<file path="src/rtl/frame_ring_pkg.sv">
package frame_ring_pkg;

  typedef enum logic [2:0] {
    OP_FWRITE     = 3'd0,
    OP_FREAD      = 3'd1,
    OP_MF_PREP    = 3'd2,
    OP_MF_COMMIT  = 3'd3,
    OP_MF_PEEK    = 3'd4,
    OP_MF_DISCARD = 3'd5,
    OP_EMPTY      = 3'd6,
    OP_RSVD       = 3'd7
  } ringOp_e;

  // one-hot pointer update strobes, control -> pointer file
  typedef struct packed {
    logic advWrBoth;
    logic advRdBoth;
    logic advAlloc;
    logic advCommit;
    logic advPeek;
    logic advDiscard;
    logic doEmpty;
  } ptrStrobes_t;

endpackage

</file>
<file path="src/rtl/frame_ring_ptrs.sv">
module frame_ring_ptrs
  import frame_ring_pkg::*;
#(
  parameter int DEPTH     = 128,
  parameter int MF_FRAMES = 16,
  parameter int PTR_W     = $clog2(DEPTH)
) (
  input  logic             clk,
  input  logic             rstN,
  input  ptrStrobes_t      strb,
  input  logic [PTR_W-1:0] stepAmt,
  output logic [PTR_W-1:0] wAlloc,
  output logic [PTR_W-1:0] wCommit,
  output logic [PTR_W-1:0] rPeek,
  output logic [PTR_W-1:0] rDiscard,
  output logic [PTR_W-1:0] cntAlloc,
  output logic [PTR_W-1:0] cntValid,
  output logic [PTR_W-1:0] cntUnseen,
  output logic [PTR_W-1:0] cntFree
);

  localparam logic [PTR_W-1:0] ALIGN_MASK = ~PTR_W'(MF_FRAMES - 1);

  logic [PTR_W-1:0] emptyTo;
  assign emptyTo = wCommit & ALIGN_MASK;

  always_ff @(posedge clk or negedge rstN) begin
    if (!rstN) begin
      wAlloc   <= '0;
      wCommit  <= '0;
      rPeek    <= '0;
      rDiscard <= '0;
    end else begin
      if (strb.advWrBoth) begin
        wAlloc  <= wCommit + stepAmt;
        wCommit <= wCommit + stepAmt;
      end
      if (strb.advAlloc)  wAlloc  <= wAlloc + stepAmt;
      if (strb.advCommit) wCommit <= wCommit + stepAmt;
      if (strb.advRdBoth) begin
        rPeek    <= rPeek + stepAmt;
        rDiscard <= rPeek + stepAmt;
      end
      if (strb.advPeek)    rPeek    <= rPeek + stepAmt;
      if (strb.advDiscard) rDiscard <= rDiscard + stepAmt;
      if (strb.doEmpty) begin
        rPeek    <= emptyTo;
        rDiscard <= emptyTo;
      end
    end
  end

  // modulo-DEPTH levels
  assign cntAlloc  = wAlloc - rDiscard;
  assign cntValid  = wCommit - rDiscard;
  assign cntUnseen = wCommit - rPeek;
  assign cntFree   = rDiscard - wAlloc - PTR_W'(1);

  // control raises at most one strobe per cycle
  assert_single_strobe_R11: assert property (@(posedge clk) disable iff (!rstN)
    $onehot0(strb));

  // reserved plus free always spans DEPTH-1
  assert_alloc_free_sum_R2: assert property (@(posedge clk) disable iff (!rstN)
    PTR_W'(cntAlloc + cntFree) == PTR_W'(DEPTH - 1));

endmodule

</file>
<file path="src/rtl/frame_ring_ctrl.sv">
module frame_ring_ctrl
  import frame_ring_pkg::*;
#(
  parameter int DEPTH     = 128,
  parameter int MF_FRAMES = 16,
  parameter int OFS_W     = 10,
  parameter int PTR_W     = $clog2(DEPTH),
  parameter int CNT_W     = PTR_W + 1
) (
  input  logic             clk,
  input  logic             rstN,
  input  logic [OFS_W-1:0] baseOfs,
  input  logic             opValid,
  input  logic [2:0]       opCode,
  input  logic [CNT_W-1:0] reqFrames,
  input  logic [PTR_W-1:0] wAlloc,
  input  logic [PTR_W-1:0] wCommit,
  input  logic [PTR_W-1:0] rPeek,
  input  logic [PTR_W-1:0] rDiscard,
  input  logic [PTR_W-1:0] cntFree,
  input  logic [PTR_W-1:0] cntUnseen,
  output ptrStrobes_t      strb,
  output logic [PTR_W-1:0] stepAmt,
  output logic             rspValid,
  output logic             rspOk,
  output logic [CNT_W-1:0] rspCount,
  output logic [OFS_W-1:0] rspOfs
);

  localparam logic [CNT_W-1:0] DEPTH_C    = CNT_W'(DEPTH);
  localparam logic [CNT_W-1:0] MF_C       = CNT_W'(MF_FRAMES);
  localparam logic [PTR_W-1:0] ALIGN_MASK = ~PTR_W'(MF_FRAMES - 1);

  function automatic logic [CNT_W-1:0] pick3(input logic [CNT_W-1:0] a,
                                             input logic [CNT_W-1:0] b,
                                             input logic [CNT_W-1:0] c);
    logic [CNT_W-1:0] m;
    m = a;
    if (b < m) m = b;
    if (c < m) m = c;
    return m;
  endfunction

  logic [CNT_W-1:0] freeX, unseenX, roomW, roomR, gW, gR;
  assign freeX   = {1'b0, cntFree};
  assign unseenX = {1'b0, cntUnseen};
  assign roomW   = DEPTH_C - {1'b0, wCommit};
  assign roomR   = DEPTH_C - {1'b0, rPeek};
  assign gW      = pick3(reqFrames, freeX, roomW);
  assign gR      = pick3(reqFrames, unseenX, roomR);

  logic             nOk;
  logic [CNT_W-1:0] nCnt;
  logic [PTR_W-1:0] nPtr;
  logic [OFS_W-1:0] nOfs;

  always_comb begin
    strb    = '0;
    stepAmt = '0;
    nOk     = 1'b0;
    nCnt    = '0;
    nPtr    = '0;
    if (opValid) begin
      case (opCode)
        OP_FWRITE: if (gW != '0) begin
          strb.advWrBoth = 1'b1; stepAmt = gW[PTR_W-1:0];
          nOk = 1'b1; nCnt = gW; nPtr = wCommit;
        end
        OP_FREAD: if (gR != '0) begin
          strb.advRdBoth = 1'b1; stepAmt = gR[PTR_W-1:0];
          nOk = 1'b1; nCnt = gR; nPtr = rPeek;
        end
        OP_MF_PREP: if (freeX >= MF_C) begin
          strb.advAlloc = 1'b1; stepAmt = MF_C[PTR_W-1:0];
          nOk = 1'b1; nCnt = MF_C; nPtr = wAlloc;
        end
        OP_MF_COMMIT: begin
          strb.advCommit = 1'b1; stepAmt = MF_C[PTR_W-1:0];
          nOk = 1'b1; nCnt = MF_C; nPtr = wCommit;
        end
        OP_MF_PEEK: if (unseenX >= MF_C) begin
          strb.advPeek = 1'b1; stepAmt = MF_C[PTR_W-1:0];
          nOk = 1'b1; nCnt = MF_C; nPtr = rPeek;
        end
        OP_MF_DISCARD: begin
          strb.advDiscard = 1'b1; stepAmt = MF_C[PTR_W-1:0];
          nOk = 1'b1; nCnt = MF_C; nPtr = rDiscard;
        end
        OP_EMPTY: begin
          strb.doEmpty = 1'b1;
          nOk = 1'b1; nPtr = wCommit & ALIGN_MASK;
        end
        default: ;
      endcase
    end
  end

  assign nOfs = nOk ? (baseOfs + OFS_W'(nPtr)) : '0;

  always_ff @(posedge clk or negedge rstN) begin
    if (!rstN) begin
      rspValid <= 1'b0;
      rspOk    <= 1'b0;
      rspCount <= '0;
      rspOfs   <= '0;
    end else begin
      rspValid <= opValid;
      rspOk    <= nOk;
      rspCount <= nCnt;
      rspOfs   <= nOfs;
    end
  end

  // frame write never exceeds request, free space or distance to end
  assert_wr_grant_bounded_R3: assert property (@(posedge clk) disable iff (!rstN)
    (opValid && opCode == OP_FWRITE) |=>
      (rspCount <= $past(reqFrames) && rspCount <= {1'b0, $past(cntFree)} &&
       rspCount <= $past(roomW)));

  // frame read never exceeds request, unseen data or distance to end
  assert_rd_grant_bounded_R4: assert property (@(posedge clk) disable iff (!rstN)
    (opValid && opCode == OP_FREAD) |=>
      (rspCount <= $past(reqFrames) && rspCount <= {1'b0, $past(cntUnseen)} &&
       rspCount <= $past(roomR)));

  // a reserve without a whole multiframe of room is refused
  assert_prep_needs_room_R5: assert property (@(posedge clk) disable iff (!rstN)
    (opValid && opCode == OP_MF_PREP && freeX < MF_C) |=> !rspOk);

  // refusals report neither count nor offset
  assert_fail_is_zero_R10: assert property (@(posedge clk) disable iff (!rstN)
    (rspValid && !rspOk) |-> (rspCount == '0 && rspOfs == '0));

endmodule

</file>
<file path="src/rtl/frame_ring.sv">
module frame_ring
  import frame_ring_pkg::*;
#(
  parameter int DEPTH       = 128,
  parameter int MF_FRAMES   = 16,
  parameter int FRAME_WORDS = 8,
  parameter int OFS_W       = 10,
  localparam int PTR_W      = $clog2(DEPTH),
  localparam int CNT_W      = PTR_W + 1,
  localparam int MF_W       = $clog2(MF_FRAMES),
  localparam int WORD_SH    = $clog2(FRAME_WORDS)
) (
  input  logic                     clk,
  input  logic                     rstN,
  input  logic [OFS_W-1:0]         baseOfs,
  input  logic                     opValid,
  input  logic [2:0]               opCode,
  input  logic [CNT_W-1:0]         reqFrames,
  output logic                     rspValid,
  output logic                     rspOk,
  output logic [CNT_W-1:0]         rspCount,
  output logic [OFS_W-1:0]         rspOfs,
  output logic [OFS_W+WORD_SH-1:0] rspWordAddr,
  output logic [OFS_W-MF_W-1:0]    rspMfIdx,
  output logic [PTR_W-1:0]         cntAlloc,
  output logic [PTR_W-1:0]         cntValid,
  output logic [PTR_W-1:0]         cntUnseen,
  output logic [PTR_W-1:0]         cntFree
);

  ptrStrobes_t      strb;
  logic [PTR_W-1:0] stepAmt, wAlloc, wCommit, rPeek, rDiscard;

  frame_ring_ctrl #(
    .DEPTH(DEPTH), .MF_FRAMES(MF_FRAMES), .OFS_W(OFS_W),
    .PTR_W(PTR_W), .CNT_W(CNT_W)
  ) uCtrl (
    .clk(clk), .rstN(rstN), .baseOfs(baseOfs),
    .opValid(opValid), .opCode(opCode), .reqFrames(reqFrames),
    .wAlloc(wAlloc), .wCommit(wCommit), .rPeek(rPeek), .rDiscard(rDiscard),
    .cntFree(cntFree), .cntUnseen(cntUnseen),
    .strb(strb), .stepAmt(stepAmt),
    .rspValid(rspValid), .rspOk(rspOk), .rspCount(rspCount), .rspOfs(rspOfs)
  );

  frame_ring_ptrs #(
    .DEPTH(DEPTH), .MF_FRAMES(MF_FRAMES), .PTR_W(PTR_W)
  ) uPtrs (
    .clk(clk), .rstN(rstN), .strb(strb), .stepAmt(stepAmt),
    .wAlloc(wAlloc), .wCommit(wCommit), .rPeek(rPeek), .rDiscard(rDiscard),
    .cntAlloc(cntAlloc), .cntValid(cntValid),
    .cntUnseen(cntUnseen), .cntFree(cntFree)
  );

  assign rspWordAddr = {rspOfs, {WORD_SH{1'b0}}};
  assign rspMfIdx    = rspOfs[OFS_W-1:MF_W];

  // a refused request leaves all levels untouched
  assert_fail_holds_counts_R10: assert property (@(posedge clk) disable iff (!rstN)
    (rspValid && !rspOk) |->
      (cntAlloc == $past(cntAlloc) && cntValid == $past(cntValid) &&
       cntUnseen == $past(cntUnseen) && cntFree == $past(cntFree)));

  // a granted reserve grows the allocation only
  assert_prep_keeps_valid_R5: assert property (@(posedge clk) disable iff (!rstN)
    (rspValid && rspOk && $past(opCode) == OP_MF_PREP) |->
      (cntValid == $past(cntValid) &&
       cntAlloc == PTR_W'($past(cntAlloc) + PTR_W'(MF_FRAMES))));

  // a granted peek consumes one multiframe of unseen data
  assert_peek_takes_unseen_R7: assert property (@(posedge clk) disable iff (!rstN)
    (rspValid && rspOk && $past(opCode) == OP_MF_PEEK) |->
      (cntUnseen == PTR_W'($past(cntUnseen) - PTR_W'(MF_FRAMES)) &&
       cntValid == $past(cntValid)));

endmodule

</file>
<file path="config.mk">
export PLATFORM = sky130hd
export DESIGN_NAME = frame_ring
export DESIGN_NICKNAME = d
export VERILOG_FILES = /design/src/rtl/frame_ring_pkg.sv /design/src/rtl/frame_ring_ptrs.sv /design/src/rtl/frame_ring_ctrl.sv /design/src/rtl/frame_ring.sv
export SDC_FILE = /design/constraint.sdc
export NUM_CORES = 1
export LEC_CHECK = 0
export BUFFER_PORTS_ARGS = -buffer_cell sky130_fd_sc_hd__buf_2
export CORE_UTILIZATION = 50
export DETAILED_ROUTE_END_ITERATION = 8
export PLACE_DENSITY = 0.74
export REMOVE_ABC_BUFFERS = 1
export SKIP_CTS_REPAIR_TIMING = 1
export SYNTH_ARGS = -nofsm -noshare
export SYNTH_HDL_FRONTEND = slang
export SYNTH_SLANG_ARGS = --single-unit
</file>
<file path="constraint.sdc">
create_clock -name clk -period 6.6 [get_ports clk]
set_clock_uncertainty 0.15 [all_clocks]
set_input_delay 1.32 -clock clk [delete_from_list [all_inputs] [get_ports clk]]
set_output_delay 1.32 -clock clk [all_outputs]
set_load 0.005 [all_outputs]
</file>
==> impl_metrics.json <==
{
  "yosysSeqAreaShare": 0.198,
  "cts_buffers": 5,
  "syn_avg_cell_area_um2": 8.24,
  "drtPass1Iterations": 8,
  "worstHoldPathCells": 2,
  "ant_nets": 0,
  "die_x_um": 112,
  "crit_buf_inv": 5,
  "grt_pass1_wl_um": 33400,
  "post_drt_wl_per_cell_um": 19.9,
  "drive_gt1_frac": 0.429,
  "synth_area_mm2": 0.00607,
  "reg2reg_from": "uPtrs.wAlloc[0]",
  "rr_endpoint": "uCtrl.rspOfs[7]",
  "ys_types": 73,
  "grt_overflow": 0,
  "async_reset_ff_frac": 1.00,
  "ys_top_cells_by_area": "dfrtp_1, ha_1, a21oi_1",
  "yosys.area.top_type": "dfrtp_1",
  "gp_congestion": 1.02,
  "critPathSlowestCell": "a2111oi_4",
  "place_inst": 1107,
  "rows": 39,
  "fp.dieArea_mm2": 0.0126,
  "core_area_mm2": 0.0116,
  "clkTransAtPathRegs_ns": 0.08,
  "worstSetupEndpointType": "flop",
  "start_util": 0.523,
  "fin_crit_sh": 1.06,
  "die_h_um": 112,
  "tritoncts": "built",
  "rrSetupSlack_ns": -0.38,
  "setup_tns_ns": -3.35,
  "violations": "design-rule violations, negative setup slack",
  "grt_pass1_vias": 6495,
  "root_buffer": "clkbuf_16",
  "hold_path.class": "flop to flop",
  "rsz0062_at_grt": "yes",
  "ys_ff_latch": 48,
  "syn_to_final_growth_pct": 45.4,
  "io_buffers": 87,
  "synth_edf_count": 0,
  "path_delay_family": "compound AO/OA/AOI/OAI gates",
  "vias_per_cell": 5.98,
  "worstPathRequired_ns": 6.63,
  "fmax_mhz": 143,
  "period_minus_slack_ns": 6.98,
  "startpoint": "uPtrs.wAlloc[0]",
  "clockBufferDepth": 2,
  "crit_arrival_ns": 7.01,
  "cts.sinks": 48,
  "setup_ws_ns": -0.382,
  "synth_top_cell_area_share": 0.198,
  "cp_slowest_stage_delay_ns": 0.43,
  "multi_input_area_mm2": 0.00500,
  "yosysWarnings": 0,
  "drv_cap": 0,
  "drt_iter0_drc": 615,
  "dp_hpwl_um": 17500,
  "hold_viol": 0,
  "drc": 6,
  "drv_slew": 0,
  "status": "finished with violations",
  "grt_max_degree": 49,
  "synthFlopType": "dfrtp_1",
  "clk_latency_ns": 0.30,
  "startpoint_type": "flop",
  "ioPinCount": 91,
  "synth_cells": 737,
  "worstMarginPinSlew_ns": 1.10,
  "wl_um": 22800,
  "crit_fanout": 5,
  "synth_most_common_cell": "ha_1",
  "finalNetCount": 1116,
  "fillers": 865,
  "h-tree-depth": 2,
  "finalSetupViolations": 17,
  "layout.cells.non_filler": 1146,
  "rr_worst_depth": 34,
  "vias": 6853,
  "yosys-top-cells-count": "ha_1, nor2_1, a21oi_1",
  "track_usage": 0.341,
  "critPathKind": "flop to flop",
  "whs_endpoint": "uPtrs.wAlloc[6]",
  "min_from": "uPtrs.wAlloc[6]",
  "regArea_mm2": 0.00120,
  "relSlewSlack": 0.268,
  "pre_cts_ws_ns": -0.990,
  "antenna_found_initial": 1
}
## worst reg2reg max path: cells and delay by family (launching register included)
family	cells	cell delay [ns]
AO/OA/AOI/OAI	14	2.95
adder cells (fa/ha/maj)	5	1.45
AND/OR/NAND/NOR	8	1.01
buffers and inverters	5	0.61
flip-flops	1	0.39
multiplexers	1	0.18
XOR/XNOR	1	0.12
## cell type report
type                       instances  area share
inverter                          62      0.0264
clock inverter                     2     0.00142
multi-input combinational        587       0.566
clock buffer                       5      0.0142
tap                              143      0.0203
sequential                        48       0.136
antenna                            1    0.000284
timing repair buffer             298       0.235
## state kept, by name (all words and copies together), names as in the netlist
signal and flops:
uCtrl.rspOk 1, uCtrl.rspValid 1, uCtrl.rspCount 8, uPtrs.rDiscard 7
uCtrl.rspOfs 10, uPtrs.wCommit 7, uPtrs.rPeek 7, uPtrs.wAlloc 7
## metrics by stage
stage | instance area [um^2] | hold slack, ns | util
final | 8830 | 0.508 | 0.760
after global routing | 8820 | 0.539 | 0.760
after CTS | 7920 | 0.469 | 0.682
after detailed placement | 7790 | 0.449 | 0.670
after global placement | 7790 | 0.434 | 0.670
after floorplan | 5820 | 0.349 | -
## placed cells by master (no fill, tap or decap), drive strengths merged, types with 4 or more instances in the layout
master	synthesis	routed
inv	62	62
nor2b	13	13
nand3	9	9
a21oi	70	70
buf	30	297
xor2	19	19
o21ai	38	38
nor2	74	74
conb	2	5
xnor2	38	38
mux2	5	5
nor3b	5	5
nand2	35	35
o31a	4	4
nor3	16	16
a22oi	12	12
a311oi	5	5
ha	82	82
nand2b	8	8
fa	8	8
o21bai	9	9
o31ai	4	4
dfrtp	48	48
a221o	5	5
clkbuf	13	5
o211ai	8	8
a211oi	13	13
mux2i	20	20
a21o	23	23
nor4	5	5
## cells by family (layout without fill, tap and decap cells)
family | count (synthesis) | in the layout | share of synthesized area
AOI/OAI and AO/OA | 221 | 221 | 0.249
xor gates and xnor gates | 57 | 57 | 0.0822
adders and majority gates | 90 | 90 | 0.195
buffers and inverters | 105 | 367 | 0.0816
DFF | 48 | 48 | 0.198
muxes | 25 | 25 | 0.0429
other | 2 | 6 | 0.00124
and+or+nand+nor | 189 | 189 | 0.150
## layer usage
metal | global-route usage | routed length, um | up-vias
met1 | 0.443 | 9470 | 3287
met5 | 0 | 0 | -
li1 | - | - | 3161
met2 | 0.569 | 10700 | 335
met3 | 0.0470 | 1590 | 70
met4 | 0.150 | 977 | 0
## worst max path at each step
stage | endpoint | slack, ns | cells past startpoint
finish | uCtrl.rspOfs[7] | -0.38 | 34
global route | uPtrs.wAlloc[6] | -0.66 | 37
CTS | uCtrl.rspOfs[8] | -1.01 | 33
detailed placement | uCtrl.rspOfs[8] | -0.99 | 33
global placement | uCtrl.rspOfs[8] | -0.84 | 32
floorplan | uCtrl.rspOfs[9] | -0.87 | 31
Power is left out: the tool's default activity adds up to more than one toggle a clock period on the data nets, which glitch-free logic cannot reach.
